===== src/rtl/qdec_pkg.sv =====
// Shared register addresses and bit positions for the quadrature counter.
package qdec_pkg;
    localparam int ADDR_W = 3;

    localparam logic [ADDR_W-1:0] A_CTRL = 3'd0;
    localparam logic [ADDR_W-1:0] A_CNT  = 3'd1;
    localparam logic [ADDR_W-1:0] A_INIT = 3'd2;
    localparam logic [ADDR_W-1:0] A_MOD  = 3'd3;
    localparam logic [ADDR_W-1:0] A_QDC  = 3'd4;
    localparam logic [ADDR_W-1:0] A_MODE = 3'd5;
    localparam logic [ADDR_W-1:0] A_STAT = 3'd6;

    // Writes in this address range need the module-enable bit.
    localparam logic [ADDR_W-1:0] GATE_LO = A_INIT;
    localparam logic [ADDR_W-1:0] GATE_HI = A_QDC;

    localparam int MODE_EN_BIT  = 0;
    localparam int MODE_REL_BIT = 2;
    localparam int STAT_WP_BIT  = 0;
    localparam int STAT_OVF_BIT = 1;
    localparam int STAT_ERR_BIT = 2;
    localparam int QDC_EN_BIT   = 0;
endpackage


===== src/rtl/qdec_front.sv =====
// Phase input stage: two-flop synchronisers, prescaled sampling and x4
// edge decoding. Assumes the phases are asynchronous. The divider runs
// freely and a sample is taken whenever its low k bits are all ones.
module qdec_front #(
    parameter int PS_W = 3
) (
    input  logic            clk,
    input  logic            rst_n,
    input  logic            phase_a,
    input  logic            phase_b,
    input  logic [PS_W-1:0] ps_code,
    input  logic            run,
    output logic            step,
    output logic            step_up,
    output logic            illegal
);
    localparam int DIV_W = (1 << PS_W) - 1;

    logic [1:0]       raw;
    logic [1:0]       sync1, sync2;
    logic [1:0]       prev_ab;
    logic [1:0]       changed;
    logic [DIV_W-1:0] div_q;
    logic [DIV_W-1:0] mask;
    logic             tick;

    assign raw = {phase_a, phase_b};

    // Two-flop synchroniser for each phase.
    for (genvar g = 0; g < 2; g++) begin : g_sync
        always_ff @(posedge clk) begin
            if (!rst_n) begin
                sync1[g] <= 1'b0;
                sync2[g] <= 1'b0;
            end else begin
                sync1[g] <= raw[g];
                sync2[g] <= sync1[g];
            end
        end
    end

    // Free-running divider that sets the sampling rate.
    always_ff @(posedge clk) begin
        if (!rst_n) div_q <= '0;
        else        div_q <= div_q + 1'b1;
    end

    // Sample enable: the low ps_code bits of the divider are all ones.
    always_comb begin
        mask = DIV_W'((32'd1 << ps_code) - 32'd1);
        tick = (div_q & mask) == mask;
    end

    // Last sampled phase pair, kept up to date even while not running.
    always_ff @(posedge clk) begin
        if (!rst_n)    prev_ab <= 2'b00;
        else if (tick) prev_ab <= sync2;
    end

    // Decode one sample into a step, its direction and an illegal flag.
    always_comb begin
        changed = sync2 ^ prev_ab;
        step    = run && tick && (changed == 2'b01 || changed == 2'b10);
        illegal = run && tick && (changed == 2'b11);
        step_up = sync2[1] ^ prev_ab[0];
    end

    // with a code above zero, two consecutive cycles never both sample.
    a_r3_tick_rate: assert property (@(posedge clk) disable iff (!rst_n)
        (tick && ps_code != '0) |=> (!tick || ps_code != $past(ps_code)));
endmodule


===== src/rtl/qdec_count.sv =====
// Position counter: reloads from the initial value on a bus write and
// wraps between the initial and modulo values. A reload wins over a step
// in the same cycle. Assumes the initial value is not above the modulo value.
module qdec_count #(
    parameter int CNT_W = 16
) (
    input  logic             clk,
    input  logic             rst_n,
    input  logic             load,
    input  logic             step,
    input  logic             up,
    input  logic [CNT_W-1:0] init_v,
    input  logic [CNT_W-1:0] mod_v,
    output logic [CNT_W-1:0] count,
    output logic             wrap
);
    logic at_top, at_bot;

    // Detect a wrap at either end of the counting range.
    always_comb begin
        at_top = count == mod_v;
        at_bot = count == init_v;
        wrap   = step && !load && ((up && at_top) || (!up && at_bot));
    end

    // Update the count from a reload or a single step.
    always_ff @(posedge clk) begin
        if (!rst_n)                count <= '0;
        else if (load)             count <= init_v;
        else if (step && up)       count <= at_top ? init_v : count + 1'b1;
        else if (step)             count <= at_bot ? mod_v : count - 1'b1;
    end

    // a reload leaves the initial value in the count.
    a_r2_reload: assert property (@(posedge clk) disable iff (!rst_n)
        load |=> count == $past(init_v));
    // without a step or reload the count holds.
    a_r10_hold: assert property (@(posedge clk) disable iff (!rst_n)
        (!step && !load) |=> $stable(count));
    // stepping up from the modulo value lands on the initial value.
    a_r7_wrap_up: assert property (@(posedge clk) disable iff (!rst_n)
        (step && up && !load && count == mod_v) |=> count == $past(init_v));
endmodule


===== src/rtl/qdec_regs.sv =====
// Register file: write protection, enable gating of the configuration
// range, sticky flags and a registered read mux. Assumes at most one
// bus access per cycle.
module qdec_regs
    import qdec_pkg::*;
#(
    parameter int CNT_W = 16,
    parameter int PS_W  = 3
) (
    input  logic              clk,
    input  logic              rst_n,
    input  logic              bus_wr,
    input  logic              bus_rd,
    input  logic [ADDR_W-1:0] bus_addr,
    input  logic [31:0]       bus_wdata,
    output logic [31:0]       bus_rdata,
    input  logic [CNT_W-1:0]  count,
    input  logic              wrap_evt,
    input  logic              illegal_evt,
    output logic [PS_W-1:0]   ps_code,
    output logic [CNT_W-1:0]  init_v,
    output logic [CNT_W-1:0]  mod_v,
    output logic              run,
    output logic              cnt_load
);
    logic wp_q, en_q, qd_q, ovf_q, err_q;
    logic in_gate, cfg_wr, gated_wr, stat_wr, mode_wr;
    logic wp_set, wp_rel;

    // Decode which writes are allowed this cycle.
    always_comb begin
        in_gate  = bus_addr >= GATE_LO && bus_addr <= GATE_HI;
        cfg_wr   = bus_wr && !wp_q;
        gated_wr = cfg_wr && in_gate && en_q;
        stat_wr  = bus_wr && bus_addr == A_STAT;
        mode_wr  = bus_wr && bus_addr == A_MODE;
        wp_set   = stat_wr && bus_wdata[STAT_WP_BIT];
        wp_rel   = mode_wr && bus_wdata[MODE_REL_BIT];
        cnt_load = bus_wr && bus_addr == A_CNT;
        run      = en_q && qd_q;
    end

    // Write-protect state: setting through status wins over release.
    always_ff @(posedge clk) begin
        if (!rst_n)      wp_q <= 1'b0;
        else if (wp_set) wp_q <= 1'b1;
        else if (wp_rel) wp_q <= 1'b0;
    end

    // Module enable, writable only while unprotected.
    always_ff @(posedge clk) begin
        if (!rst_n)                         en_q <= 1'b0;
        else if (cfg_wr && bus_addr == A_MODE) en_q <= bus_wdata[MODE_EN_BIT];
    end

    // Prescale code, writable only while unprotected.
    always_ff @(posedge clk) begin
        if (!rst_n)                            ps_code <= '0;
        else if (cfg_wr && bus_addr == A_CTRL) ps_code <= bus_wdata[PS_W-1:0];
    end

    // Gated configuration: initial value, modulo and quadrature enable.
    always_ff @(posedge clk) begin
        if (!rst_n) begin
            init_v <= '0;
            mod_v  <= '0;
            qd_q   <= 1'b0;
        end else if (gated_wr) begin
            if (bus_addr == A_INIT) init_v <= bus_wdata[CNT_W-1:0];
            if (bus_addr == A_MOD)  mod_v  <= bus_wdata[CNT_W-1:0];
            if (bus_addr == A_QDC)  qd_q   <= bus_wdata[QDC_EN_BIT];
        end
    end

    // Sticky flags: an event sets them, a written zero clears them.
    always_ff @(posedge clk) begin
        if (!rst_n) begin
            ovf_q <= 1'b0;
            err_q <= 1'b0;
        end else begin
            if (wrap_evt)                               ovf_q <= 1'b1;
            else if (stat_wr && !bus_wdata[STAT_OVF_BIT]) ovf_q <= 1'b0;
            if (illegal_evt)                            err_q <= 1'b1;
            else if (stat_wr && !bus_wdata[STAT_ERR_BIT]) err_q <= 1'b0;
        end
    end

    // Registered read mux, one cycle of latency.
    always_ff @(posedge clk) begin
        if (!rst_n) bus_rdata <= '0;
        else if (bus_rd) begin
            unique case (bus_addr)
                A_CTRL:  bus_rdata <= 32'(ps_code);
                A_CNT:   bus_rdata <= 32'(count);
                A_INIT:  bus_rdata <= 32'(init_v);
                A_MOD:   bus_rdata <= 32'(mod_v);
                A_QDC:   bus_rdata <= 32'(qd_q);
                A_MODE:  bus_rdata <= 32'(en_q);
                A_STAT:  bus_rdata <= {29'd0, err_q, ovf_q, wp_q};
                default: bus_rdata <= '0;
            endcase
        end
    end

    // a protected write to the initial value changes nothing.
    a_r4_locked_init: assert property (@(posedge clk) disable iff (!rst_n)
        (wp_q && bus_wr && bus_addr == A_INIT) |=> $stable(init_v));
    // with the module disabled, modulo writes change nothing.
    a_r6_gated_mod: assert property (@(posedge clk) disable iff (!rst_n)
        (!en_q && bus_wr && bus_addr == A_MOD) |=> $stable(mod_v));
    // the wrap flag stays set until status is written.
    a_r7_sticky: assert property (@(posedge clk) disable iff (!rst_n)
        (ovf_q && !stat_wr) |=> ovf_q);
    // a release write without a set drops protection.
    a_r5_release: assert property (@(posedge clk) disable iff (!rst_n)
        (wp_rel && !wp_set) |=> !wp_q);
endmodule


===== src/rtl/qdec_timer.sv =====
// Top level: quadrature position counter with a protected register file.
// Assumes a single clock. The phase inputs may change at any time.
module qdec_timer
    import qdec_pkg::*;
#(
    parameter int CNT_W = 16,
    parameter int PS_W  = 3
) (
    input  logic              clk,
    input  logic              rst_n,
    input  logic              bus_wr,
    input  logic              bus_rd,
    input  logic [ADDR_W-1:0] bus_addr,
    input  logic [31:0]       bus_wdata,
    output logic [31:0]       bus_rdata,
    input  logic              phase_a,
    input  logic              phase_b
);
    logic [PS_W-1:0]  ps_code;
    logic [CNT_W-1:0] init_v, mod_v, count;
    logic             run, cnt_load, step, step_up, illegal, wrap;

    qdec_front #(.PS_W(PS_W)) u_front (
        .clk(clk), .rst_n(rst_n), .phase_a(phase_a), .phase_b(phase_b),
        .ps_code(ps_code), .run(run), .step(step), .step_up(step_up),
        .illegal(illegal)
    );

    qdec_count #(.CNT_W(CNT_W)) u_count (
        .clk(clk), .rst_n(rst_n), .load(cnt_load), .step(step), .up(step_up),
        .init_v(init_v), .mod_v(mod_v), .count(count), .wrap(wrap)
    );

    qdec_regs #(.CNT_W(CNT_W), .PS_W(PS_W)) u_regs (
        .clk(clk), .rst_n(rst_n), .bus_wr(bus_wr), .bus_rd(bus_rd),
        .bus_addr(bus_addr), .bus_wdata(bus_wdata), .bus_rdata(bus_rdata),
        .count(count), .wrap_evt(wrap), .illegal_evt(illegal),
        .ps_code(ps_code), .init_v(init_v), .mod_v(mod_v), .run(run),
        .cnt_load(cnt_load)
    );
endmodule


===== config.mk =====
export PLATFORM = sky130hd
export DESIGN_NAME = qdec_timer
export DESIGN_NICKNAME = d
export VERILOG_FILES = /design/src/rtl/qdec_pkg.sv /design/src/rtl/qdec_front.sv /design/src/rtl/qdec_count.sv /design/src/rtl/qdec_regs.sv /design/src/rtl/qdec_timer.sv
export SDC_FILE = /design/constraint.sdc
export NUM_CORES = 1
export LEC_CHECK = 0
export BUFFER_PORTS_ARGS = -buffer_cell sky130_fd_sc_hd__buf_2
export CORE_MARGIN = 4
export CORE_UTILIZATION = 57
export DETAILED_ROUTE_END_ITERATION = 6
export PLACE_DENSITY_LB_ADDON = 0.12
export SLEW_MARGIN = 5
export SYNTH_ARGS = -nofsm -noshare
export SYNTH_HDL_FRONTEND = slang
export SYNTH_SLANG_ARGS = --single-unit

===== constraint.sdc =====
create_clock -name clk -period 3.7 [get_ports clk]
set_clock_uncertainty 0.05 [all_clocks]
set_input_delay 0.37 -clock clk [delete_from_list [all_inputs] [get_ports clk]]
set_output_delay 0.37 -clock clk [all_outputs]
set_load 0.1 [all_outputs]

==> results.cfg, run 1 <==
[yosys]
synthDistinctLibCells = 58
mappedNetlistArea_um2 = 5485
synthDominantAreaCellType = sky130_fd_sc_hd__dfxtp_1
asyncSetResetFlopFracSynth_pct = 0
yosysTopAreaCellShare_pct = 31.02
seq_area_frac_synth_pct = 31.02
synth_top_cells_by_count = sky130_fd_sc_hd__dfxtp_1 (85), sky130_fd_sc_hd__mux2i_1 (59), sky130_fd_sc_hd__nor2b_1 (45), sky130_fd_sc_hd__xor2_1 (45), sky130_fd_sc_hd__clkbuf_1 (35)
yosys_warnings = 0
synth_edf_count = 0
synthesized_instance_count = 640
synth_top_cells_by_area = sky130_fd_sc_hd__dfxtp_1 (31%), sky130_fd_sc_hd__mux2i_1 (11%), sky130_fd_sc_hd__xor2_1 (7.2%)
synth_flop_cell = sky130_fd_sc_hd__dfxtp_1
synthMostInstantiatedCell = sky130_fd_sc_hd__dfxtp_1
postSynthRegisterBits = 85
postSynthAreaPerCell_um2 = 8.571

[die]
dieHeight_um = 106.1
fp-row-count = 35
initial_core_util_pct = 59.08
top_level_ports = 73
core_area_um2 = 9284
area_of_the_die_um2 = 11260
die_w_um = 106.1

[grt]
grt_busiest_layer = met2
groute.layer.met1.usage_pct = 36.69
grt_pass1_vias = 4425
grt_start_max_net_pins = 48
track_usage_pct = 25.46
gr-usage-met3_pct = 5.343
initial_antenna_violation_count = 0
grt_util_met2_pct = 37.74
globalRoute.totalOverflow = 0
first_pass_grt_wire_length_mm = 23.14

[drt]
ant_nets = 0
remaining_drc_errors = 0
detail_route.wl_per_cell_um = 17.60
first_iter_violations = 333
route.detailed.vias_per_inst = 5.939
drt_pass1_iterations = 5
via_count = 4650
finalWirelength_mm = 13.78

[worst_setup_path]
cp_common_cell = sky130_fd_sc_hd__or3_1
cp_data_required_time_ns = 3.97
cp.arrival_ns = 3.37
reg2reg_slack_ns = 0.60
regToRegStartpoint = u_regs.ps_code[2]
end_kind = register
timing.critical_path.cells = or3_1, ha_1, o211a_1, a211oi_2, o221ai_2, or3_1, o31ai_4, and2_1, a221o_2
r2r.worst_path.cells = 9
path_max_fanout = 11
critical_path.endpoint = u_count.count[4]
startpoint_type = register
slowest_stage = sky130_fd_sc_hd__or3_1
critPathLaunch = u_regs.ps_code[2]
worstReg2RegEnd = u_count.count[4]
timing.setup.critical_path_class = register to register
cp_slowest_stage_delay_ns = 0.49

[clocking]
clockRootBuffer = sky130_fd_sc_hd__clkbuf_8
cts_hold_buffers = 0
clock_buffer_count_from_cts = 9
clock-sinks = 85
cts_post_setup_buffers_inserted = 0
ctsLongestPathBuffers = 2
cts_resized = 0
worst_skew_late_latency_ns = 0.37
cts.clk_slew.worst_paths_ns = 0.09
level_count_of_the_clock_h_tree = 3
tritoncts = done

[final_layout]
nNetsFinal = 695
area_delta_synth_final_pct = 5.680
post-route-cell-area_um2 = 5797
n_antenna_cell = 0
layout-drive-gt1-share_pct = 14.37
stdcell_count = 783
finalCoreUtilization_pct = 62.44

[sta]
timing.slew.headroom_pct = 32.57
fin_crit_sh_pct = 83.89
setup_viol_count_final = 0
whs_ns = 0.1516
tns_ns = 0
period_minus_slack_ns = 3.104
peak_clock_frequency_supported_by_timing_mhz = 322.2
hold_violations = 0
worst_slew_pin_slew_ns = 1.011
slew_viol_final = 0
grt_setup_unrepaired = false

[place]
place.port_buffers = 40
placed_cells = 767
hpwl_reported_at_the_end_of_detailed_placement_mm = 10.01
place.gp.congestion = 0.8746
place_area_um2 = 5623

[flow_run]
drv_cap = 0

[power_and_ir_drop]
clkPwrFrac_pct = 34.6
cellLeakagePower_nw = 2.498
sequentialPowerShare_pct = 52.1
switching_share_pct = 30.75
p_comb_share_pct = 13.3
power_density_nw_per_um2 = 309.0
p_int_mw = 1.240
power.net_switching_uw = 550.7
peakVddDrop_mv = 0.2491

[status]
run_status = finished clean

[hold_path]
worstHoldPathType = input pin to register
==> cell usage in the layout, fill, tap and decap left out, types with 4 or more instances in the layout <==
master / Yosys / layout
sky130_fd_sc_hd__a22oi_1: 15 / 15
sky130_fd_sc_hd__o21ai_0: 12 / 12
sky130_fd_sc_hd__conb_1: 1 / 16
sky130_fd_sc_hd__ha_1: 5 / 5
sky130_fd_sc_hd__xnor2_1: 18 / 18
sky130_fd_sc_hd__a21oi_1: 6 / 6
sky130_fd_sc_hd__nor3_1: 9 / 9
sky130_fd_sc_hd__dfxtp_1: 85 / 85
sky130_fd_sc_hd__nand3_1: 29 / 29
sky130_fd_sc_hd__nand2_1: 33 / 33
sky130_fd_sc_hd__nand4_1: 10 / 10
sky130_fd_sc_hd__xor2_1: 45 / 45
sky130_fd_sc_hd__buf_2: 11 / 40
sky130_fd_sc_hd__nor2_1: 26 / 26
sky130_fd_sc_hd__inv_1: 23 / 23
sky130_fd_sc_hd__o22ai_1: 24 / 24
sky130_fd_sc_hd__nor4_1: 11 / 11
sky130_fd_sc_hd__a221o_2: 5 / 5
sky130_fd_sc_hd__a31oi_1: 4 / 4
sky130_fd_sc_hd__a32oi_1: 4 / 4
sky130_fd_sc_hd__clkbuf_8: 0 / 9
sky130_fd_sc_hd__o21a_1: 7 / 7
sky130_fd_sc_hd__a21boi_0: 5 / 5
sky130_fd_sc_hd__and3_1: 7 / 7
sky130_fd_sc_hd__mux2i_1: 59 / 59
sky130_fd_sc_hd__mux2_2: 16 / 16
sky130_fd_sc_hd__and2_1: 31 / 31
sky130_fd_sc_hd__buf_4: 16 / 12
sky130_fd_sc_hd__nor2b_1: 45 / 45
==> flip-flops by register name, indices dropped and copies added (netlist names) <==
name,count
u_front.div_q,7
u_regs.err_q,1
u_regs.qd_q,1
u_front.sync2,2
u_regs.wp_q,1
u_regs.ovf_q,1
u_front.sync1,2
u_regs.ps_code,3
u_regs.bus_rdata,16
u_regs.en_q,1
u_front.prev_ab,2
u_regs.init_v,16
u_count.count,16
u_regs.mod_v,16
==> cells by family after synthesis <==
group,Yosys count,share of synthesized area [%]
simple gates,216,21.49
buf+inv,92,8.326
other cells,1,0.06837
xor+xnor,63,10.06
fa+ha+maj,5,1.141
mux,75,14.05
compound gates,103,13.85
flops,85,31.02
==> power by group through the flow <==
stage / combinational, mW / sequential (mW) / clock [mW]
6_report: 0.239 / 0.933 / 0.619
2_1_floorplan: 0.204 / 0.951 / 0
4_1_cts: 0.237 / 0.933 / 0.635
5_1_grt: 0.256 / 0.935 / 0.674
3_5_place_dp: 0.237 / 0.954 / 0
3_3_place_gp: 0.233 / 0.954 / 0
==> per-layer routing <==
layer  routed length, um  part of all wire, %
met5                   0                    0
met4                 258                  1.9
met3                1192                  8.6
met2                6023                   44
met1                6308                   46
==> cell type report <==
class                      count  area (um^2)
timing repair buffer          52        290.3
clock inverter                 6        46.29
inverter                      23        86.33
sequential                    85         1702
multi-input combinational    478         3383
tap                          129        161.4
fill                         828         3487
clock buffer                  10        127.6
==> per-stage QoR <==
stage | total power, mW | worst slack, ns
6_report | 1.791 | 0.5960
5_1_grt | 1.865 | 0.4310
4_1_cts | 1.805 | 0.6150
3_5_place_dp | 1.191 | 0.6354
3_3_place_gp | 1.187 | 0.6851
2_1_floorplan | 1.155 | 0.8633
==> worst max-delay path: cells and delay by family (launching register included) <==
kind                     cells  cell delay, ns
flip-flops                   1            0.43
AND/OR/NAND/NOR              3            1.25
adder cells (fa/ha/maj)      1            0.27
AO/OA/AOI/OAI                5            1.04
==> how the worst min path moves through the flow <==
stage / start / to / slack (ns) / cells past startpoint
3_5_place_dp: u_front.sync1[1] / u_front.sync2[1] / 0.37 / 1
4_1_cts: phase_a / u_front.sync1[1] / 0.13 / 2
5_1_grt: phase_a / u_front.sync1[1] / 0.14 / 2
3_3_place_gp: u_front.sync1[0] / u_front.sync2[0] / 0.37 / 1
6_report: phase_a / u_front.sync1[1] / 0.15 / 2
2_1_floorplan: u_front.sync1[0] / u_front.sync2[0] / 0.36 / 1
Power figures use the tool's default switching activity.
==> run 2, diff against run 1 <==
--- a/config.mk
+++ b/config.mk
@@ -7,7 +7,7 @@
 export LEC_CHECK = 0
 export BUFFER_PORTS_ARGS = -buffer_cell sky130_fd_sc_hd__buf_2
 export CORE_MARGIN = 4
-export CORE_UTILIZATION = 57
+export CORE_UTILIZATION = 53
 export DETAILED_ROUTE_END_ITERATION = 6
 export PLACE_DENSITY_LB_ADDON = 0.12
 export SLEW_MARGIN = 5
==> constraint.sdc (replaced) <==
create_clock -name clk -period 2.6 [get_ports clk]
set_clock_uncertainty 0.05 [all_clocks]
set_input_delay 0.26 -clock clk [delete_from_list [all_inputs] [get_ports clk]]
set_output_delay 0.26 -clock clk [all_outputs]
set_load 0.1 [all_outputs]
==> run 2 against run 1 <==
  * Cell count is 7.0% higher
  * Sequential power is 41% higher
  * Global-route usage is 0.15 points higher
  * Clock-buffer cell count stayed put
  * Sequential share of layout area is 2.9 points lower
  * Worst setup slack worse by 0.59 ns
  * Worst hold slack worse by 0.12 ns
==> results.cfg, run 2 (synthesis gave the netlist of run 1 again) <==
[status]
run_status = finished clean

[die]
die_w_um = 109.7
fp-row-count = 36
area_of_the_die_um2 = 12040
top_level_ports = 73
dieHeight_um = 109.7
core_area_um2 = 9910
initial_core_util_pct = 55.35

[drt]
remaining_drc_errors = 0
wirelength_met1_mm = 7.031
route.top_layer_used = met4
via_count = 4790
met2RoutedLength_mm = 6.275
first_iter_violations = 297
drt_pass1_iterations = 5
wl_met3_mm = 1.253
detail_route.wl_per_cell_um = 17.57
route.detailed.vias_per_inst = 5.716
finalWirelength_mm = 14.72
ant_nets = 0

[final_layout]
n_antenna_cell = 0
stdcell_count = 838
layout-drive-gt1-share_pct = 23.97
nNetsFinal = 746
area_delta_synth_final_pct = 17.43
commonest_cells_after_routing_fill_and_taps_aside = sky130_fd_sc_hd__dfxtp_1 (84), sky130_fd_sc_hd__mux2i_1 (59), sky130_fd_sc_hd__buf_4 (55)
layout.cells.most_common = sky130_fd_sc_hd__dfxtp_1

[sta]
timing.slew.headroom_pct = 41.78
fin_ws_ns = 0.008672
grt_setup_unrepaired = true
period_minus_slack_ns = 2.591
fin_crit_sh_pct = 99.67
peak_clock_frequency_supported_by_timing_mhz = 385.9
worst_slew_pin_slew_ns = 0.8733
setup_viol_count_final = 0
tns_ns = 0
hold_violations = 0
slew_viol_final = 0

[place]
hpwl_reported_at_the_end_of_detailed_placement_mm = 10.85
place.port_buffers = 40
dp_worst_setup_slack_ns = -0.1494
place.gp.congestion = 0.9270
placed_cells = 820

[worst_setup_path]
startpoint_type = register
timing.setup.critical_path_class = register to register
cp.arrival_ns = 2.81
regToRegStartpoint = u_regs.ps_code[2]
reg2reg_slack_ns = 0.009
r2r.worst_path.cells = 11
path_max_fanout = 6
cp_data_required_time_ns = 2.82
worstReg2RegEnd = u_count.count[9]
end_kind = register

[hold_path]
worstHoldPathType = input pin to register
hold_path_depth = 2
min-delay-start = phase_b
min_delay_worst_endpoint = u_front.sync1[0]

[power_and_ir_drop]
peakVddDrop_mv = 0.3855
cellLeakagePower_nw = 2.822
power_density_nw_per_um2 = 424.0

[flow_run]
drv_cap = 0

[clocking]
clock_buffer_count_from_cts = 9
tritoncts = done
worst_skew_late_latency_ns = 0.38
ctsLongestPathBuffers = 2
cts.clk_slew.worst_paths_ns = 0.09
level_count_of_the_clock_h_tree = 3
clock-sinks = 85
clockRootBuffer = sky130_fd_sc_hd__clkbuf_8

[grt]
first_pass_grt_wire_length_mm = 23.76
grt_start_max_net_pins = 52
initial_antenna_violation_count = 0
grt_pass1_vias = 4571
globalRoute.totalOverflow = 0
track_usage_pct = 25.61
-- run 2: power by group --
group | switching, mW | internal (mW)
logic | 0.269 | 0.122
clock network | 0.531 | 0.487
registers | 0.0108 | 1.31
total | 0.810 | 1.92
-- run 2: through the flow --
step	utilization (%)	power, mW	hold WS [ns]	instance area [um^2]
5_1_grt	65.00	2.837	0.03092	6441
6_report	65.00	2.731	0.03066	6441
3_3_place_gp	60.96	1.722	0.3695	6041
2_1_floorplan	-	1.648	0.3373	5580
3_5_place_dp	60.96	1.726	0.3700	6041
4_1_cts	63.43	2.742	0.01481	6286
-- run 2: how the worst max path moves through the flow --
stage,start,end,slack (ns),depth (start not counted)
after floorplan,u_regs.ps_code[2],u_count.count[2],-0.08,12
after global placement,u_regs.ps_code[2],u_count.count[9],-0.1,11
after detailed placement,u_regs.ps_code[2],u_count.count[9],-0.15,11
after CTS,u_regs.ps_code[2],u_count.count[9],0.0009,11
after global routing,u_regs.ps_code[2],u_count.count[4],-0.1,12
final,u_regs.ps_code[2],u_count.count[9],0.009,11
-- run 2: worst max-delay path: stages, from the launching register on --
cell and delay (ns):
sky130_fd_sc_hd__dfxtp_2 0.33, sky130_fd_sc_hd__or3_4 0.39, sky130_fd_sc_hd__ha_4 0.19, sky130_fd_sc_hd__o211a_1 0.13
sky130_fd_sc_hd__a211oi_2 0.17, sky130_fd_sc_hd__o221ai_2 0.13, sky130_fd_sc_hd__or3_4 0.40, sky130_fd_sc_hd__buf_6 0.16
sky130_fd_sc_hd__buf_8 0.13, sky130_fd_sc_hd__a31oi_4 0.13, sky130_fd_sc_hd__o21ai_1 0.08, sky130_fd_sc_hd__o21a_1 0.19
-- run 2: repair_timing --
item,in CTS,in global routing
gates resized for setup,4,31
setup buffers,2,0
pin swaps,0,11
hold buffers,0,0
setup endpoints to repair,14,16
-- run 2: routing by layer --
metal | global-route usage, % | up-vias
li1 | - | 2328
met1 | 38.05 | 2258
met2 | 36.66 | 191
met3 | 6.224 | 13
met4 | 7.035 | 0
met5 | 0 | -
-- run 2: cell type report --
type,count,area (um^2)
clock buffers,10,137.6
clock inverters,6,76.32
well taps,133,166.4
multi-input cells,478,3556
repair buffers,103,715.7
flip-flops and latches,85,1703
fillers,882,3468
inverters,23,86.33
==> run 3, diff against run 2 <==
--- a/config.mk
+++ b/config.mk
@@ -5,9 +5,11 @@
 export SDC_FILE = /design/constraint.sdc
 export NUM_CORES = 1
 export LEC_CHECK = 0
+export ABC_AREA = 1
 export BUFFER_PORTS_ARGS = -buffer_cell sky130_fd_sc_hd__buf_2
 export CORE_MARGIN = 4
 export CORE_UTILIZATION = 53
+export CTS_CLUSTER_SIZE = 12
 export DETAILED_ROUTE_END_ITERATION = 6
 export PLACE_DENSITY_LB_ADDON = 0.12
 export SLEW_MARGIN = 5
==> run 3 against run 2 <==
  * Critical path depth increased by 5
  * Synthesized area up 4.9%
  * Fmax up 7.8%
  * Power increased by 4.9%
  * Synthesized cell count rose by 43%
  * Combinational power down 6.4%
  * Cell area shrank 3.6%
  * Largest cell class unchanged
==> results.cfg, run 3 <==
[grt]
grt_busiest_layer = met2
globalRoute.totalOverflow = 0
grt_util_met2_pct = 40.76
grt_pass1_vias = 5528
gr-usage-met3_pct = 4.744
grt_start_max_net_pins = 47
groute.layer.met1.usage_pct = 39.83
initial_antenna_violation_count = 0
track_usage_pct = 27.30
first_pass_grt_wire_length_mm = 28.03

[worst_setup_path]
timing.critical_path.cells = nor2_4, nand2_1, ha_1, inv_1, nand2_1, nand3_1, nor2_2, nand2_2, nor2_4, nand3_4, nor2_4, buf_12, nand2_1, nand2_1, nand2_1, a21oi_1
cp_common_cell = sky130_fd_sc_hd__nand2_1
end_kind = register
cell_class_contributing_the_biggest_share_of_worst_path_delay = simple AND/OR/NAND/NOR gates
path_max_fanout = 16
slowest_stage = sky130_fd_sc_hd__dfxtp_1
cp.arrival_ns = 2.66
cp_slowest_stage_delay_ns = 0.37
cp_data_required_time_ns = 2.86
startpoint_type = register
critical_path_buf_inv_count = 2
timing.setup.critical_path_class = register to register

[die]
dieHeight_um = 112.2
fp-row-count = 37
core_area_um2 = 10460
top_level_ports = 73
initial_core_util_pct = 55.00
area_of_the_die_um2 = 12590
die_w_um = 112.2

[clocking]
ctsLongestPathBuffers = 2
clockRootBuffer = sky130_fd_sc_hd__clkbuf_8
tritoncts = done
cts_hold_buffers = 0
level_count_of_the_clock_h_tree = 3
clock_buffer_count_from_cts = 9
clock-sinks = 85
worst_skew_late_latency_ns = 0.37
cts.clk_slew.worst_paths_ns = 0.09

[place]
hpwl_reported_at_the_end_of_detailed_placement_mm = 12.57
place.gp.congestion = 0.9490
dp_worst_setup_slack_ns = 0.1610
place_area_um2 = 5964
placed_cells = 1058
place.port_buffers = 40

[power_and_ir_drop]
clkPwrFrac_pct = 40.7
cellLeakagePower_nw = 2.924
p_int_mw = 2.044
power.net_switching_uw = 820.7
switching_share_pct = 28.64
p_comb_share_pct = 12.8
sequentialPowerShare_pct = 46.6
peakVddDrop_mv = 0.3256
power_density_nw_per_um2 = 461.4

[yosys]
asyncSetResetFlopFracSynth_pct = 0
synthDominantAreaCellType = sky130_fd_sc_hd__dfxtp_1
synth_top_cells_by_area = sky130_fd_sc_hd__dfxtp_1 (30%), sky130_fd_sc_hd__nand2_1 (15%), sky130_fd_sc_hd__xor2_1 (7.2%)
synth_flop_cell = sky130_fd_sc_hd__dfxtp_1
synth_top_cells_by_count = sky130_fd_sc_hd__nand2_1 (231), sky130_fd_sc_hd__inv_1 (102), sky130_fd_sc_hd__nor2_1 (96)
synth_edf_count = 0
yosys_warnings = 0
synthMostInstantiatedCell = sky130_fd_sc_hd__nand2_1
postSynthRegisterBits = 85
synthesized_instance_count = 914
seq_area_frac_synth_pct = 29.57
yosysTopAreaCellShare_pct = 29.57
mappedNetlistArea_um2 = 5754
postSynthAreaPerCell_um2 = 6.296
synthDistinctLibCells = 37

[flow_run]
drv_cap = 0

[sta]
peak_clock_frequency_supported_by_timing_mhz = 416.0
worst_slew_pin_slew_ns = 0.8123
slew_viol_final = 0
grt_setup_unrepaired = false
whs_ns = 0.01663
setup_viol_count_final = 0
tns_ns = 0
period_minus_slack_ns = 2.404
fin_ws_ns = 0.1964
timing.slew.headroom_pct = 45.78
hold_violations = 0
fin_crit_sh_pct = 92.44

[final_layout]
area_delta_synth_final_pct = 7.915
nNetsFinal = 979
post-route-cell-area_um2 = 6210
fill_cells = 1080
layout.cells.most_common = sky130_fd_sc_hd__nand2_1
commonest_cells_after_routing_fill_and_taps_aside = sky130_fd_sc_hd__nand2_1 (231), sky130_fd_sc_hd__inv_1 (102), sky130_fd_sc_hd__nor2_1 (96)
stdcell_count = 1074
n_antenna_cell = 0
layout-drive-gt1-share_pct = 10.77

[hold_path]
worstHoldPathType = input pin to register

[drt]
detail_route.wl_per_cell_um = 15.97
first_iter_violations = 517
ant_nets = 0
remaining_drc_errors = 0
via_count = 5909
drt_pass1_iterations = 7
finalWirelength_mm = 17.16
route.detailed.vias_per_inst = 5.502

[status]
run_status = finished clean
## run 3: worst min-delay path, delay by kind of cell
family        cells  cell delay, ns
simple gates      1            0.04
buf+inv           2            0.11
## run 3: kinds of logic (layout without fill, tap and decap cells)
group	after synthesis	after routing	share of synthesized area, %
flops	85	85	29.57
fa+ha+maj	5	5	1.087
compound gates	155	155	14.79
other cells	1	16	0.06517
xor+xnor	49	49	7.458
buf+inv	175	184	13.70
simple gates	444	444	33.33
## run 3: worst paths after layout
path | cells after the start | from | slack (ns) | endpoint
setup / recovery | 16 | u_regs.ps_code[0] | 0.20 | u_count.count[10]
hold / removal | 3 | phase_b | 0.02 | u_front.sync1[0]
setup reg to reg | 16 | u_regs.ps_code[0] | 0.20 | u_count.count[10]
hold reg to reg | 2 | u_front.sync1[0] | 0.41 | u_front.sync2[0]
## run 3: area by class of cell
class	instances	area, um^2	share of cell area [%]
multi-input combinational	669	3321	53.48
inverter	111	419.2	6.750
clock inverter	7	120.1	1.934
clock buffer	9	123.9	1.995
tap	136	170.2	2.740
timing repair buffer	57	352.8	5.682
sequential	85	1703	27.42
## run 3: routing by layer
layer / vias up / part of all wire, % / wire (um)
met5: - / 0 / 0
met4: 0 / 1.8 / 314
met3: 26 / 8.6 / 1470
met2: 248 / 43 / 7295
met1: 2712 / 47 / 8074
li1: 2923 / - / -
## run 3: power groups by stage
stage	Clock, mW	Combinational (mW)	Sequential [mW]
floorplan	0	0.301	1.36
global placement	0	0.350	1.36
detailed placement	0	0.359	1.37
CTS	1.18	0.360	1.33
global route	1.24	0.393	1.34
finish	1.16	0.365	1.34
## run 3: metrics by stage
step                      util, %  power [mW]
after floorplan                 -       1.661
after global placement      57.01       1.714
after detailed placement    57.01       1.724
after CTS                   59.34       2.875
after global routing        59.35       2.972
final                       59.35       2.865
## run 3: repair_timing
action	4_1_cts	5_1_grt
setup endpoints to repair	0	17
resized for setup	0	1
setup buffers	0	0
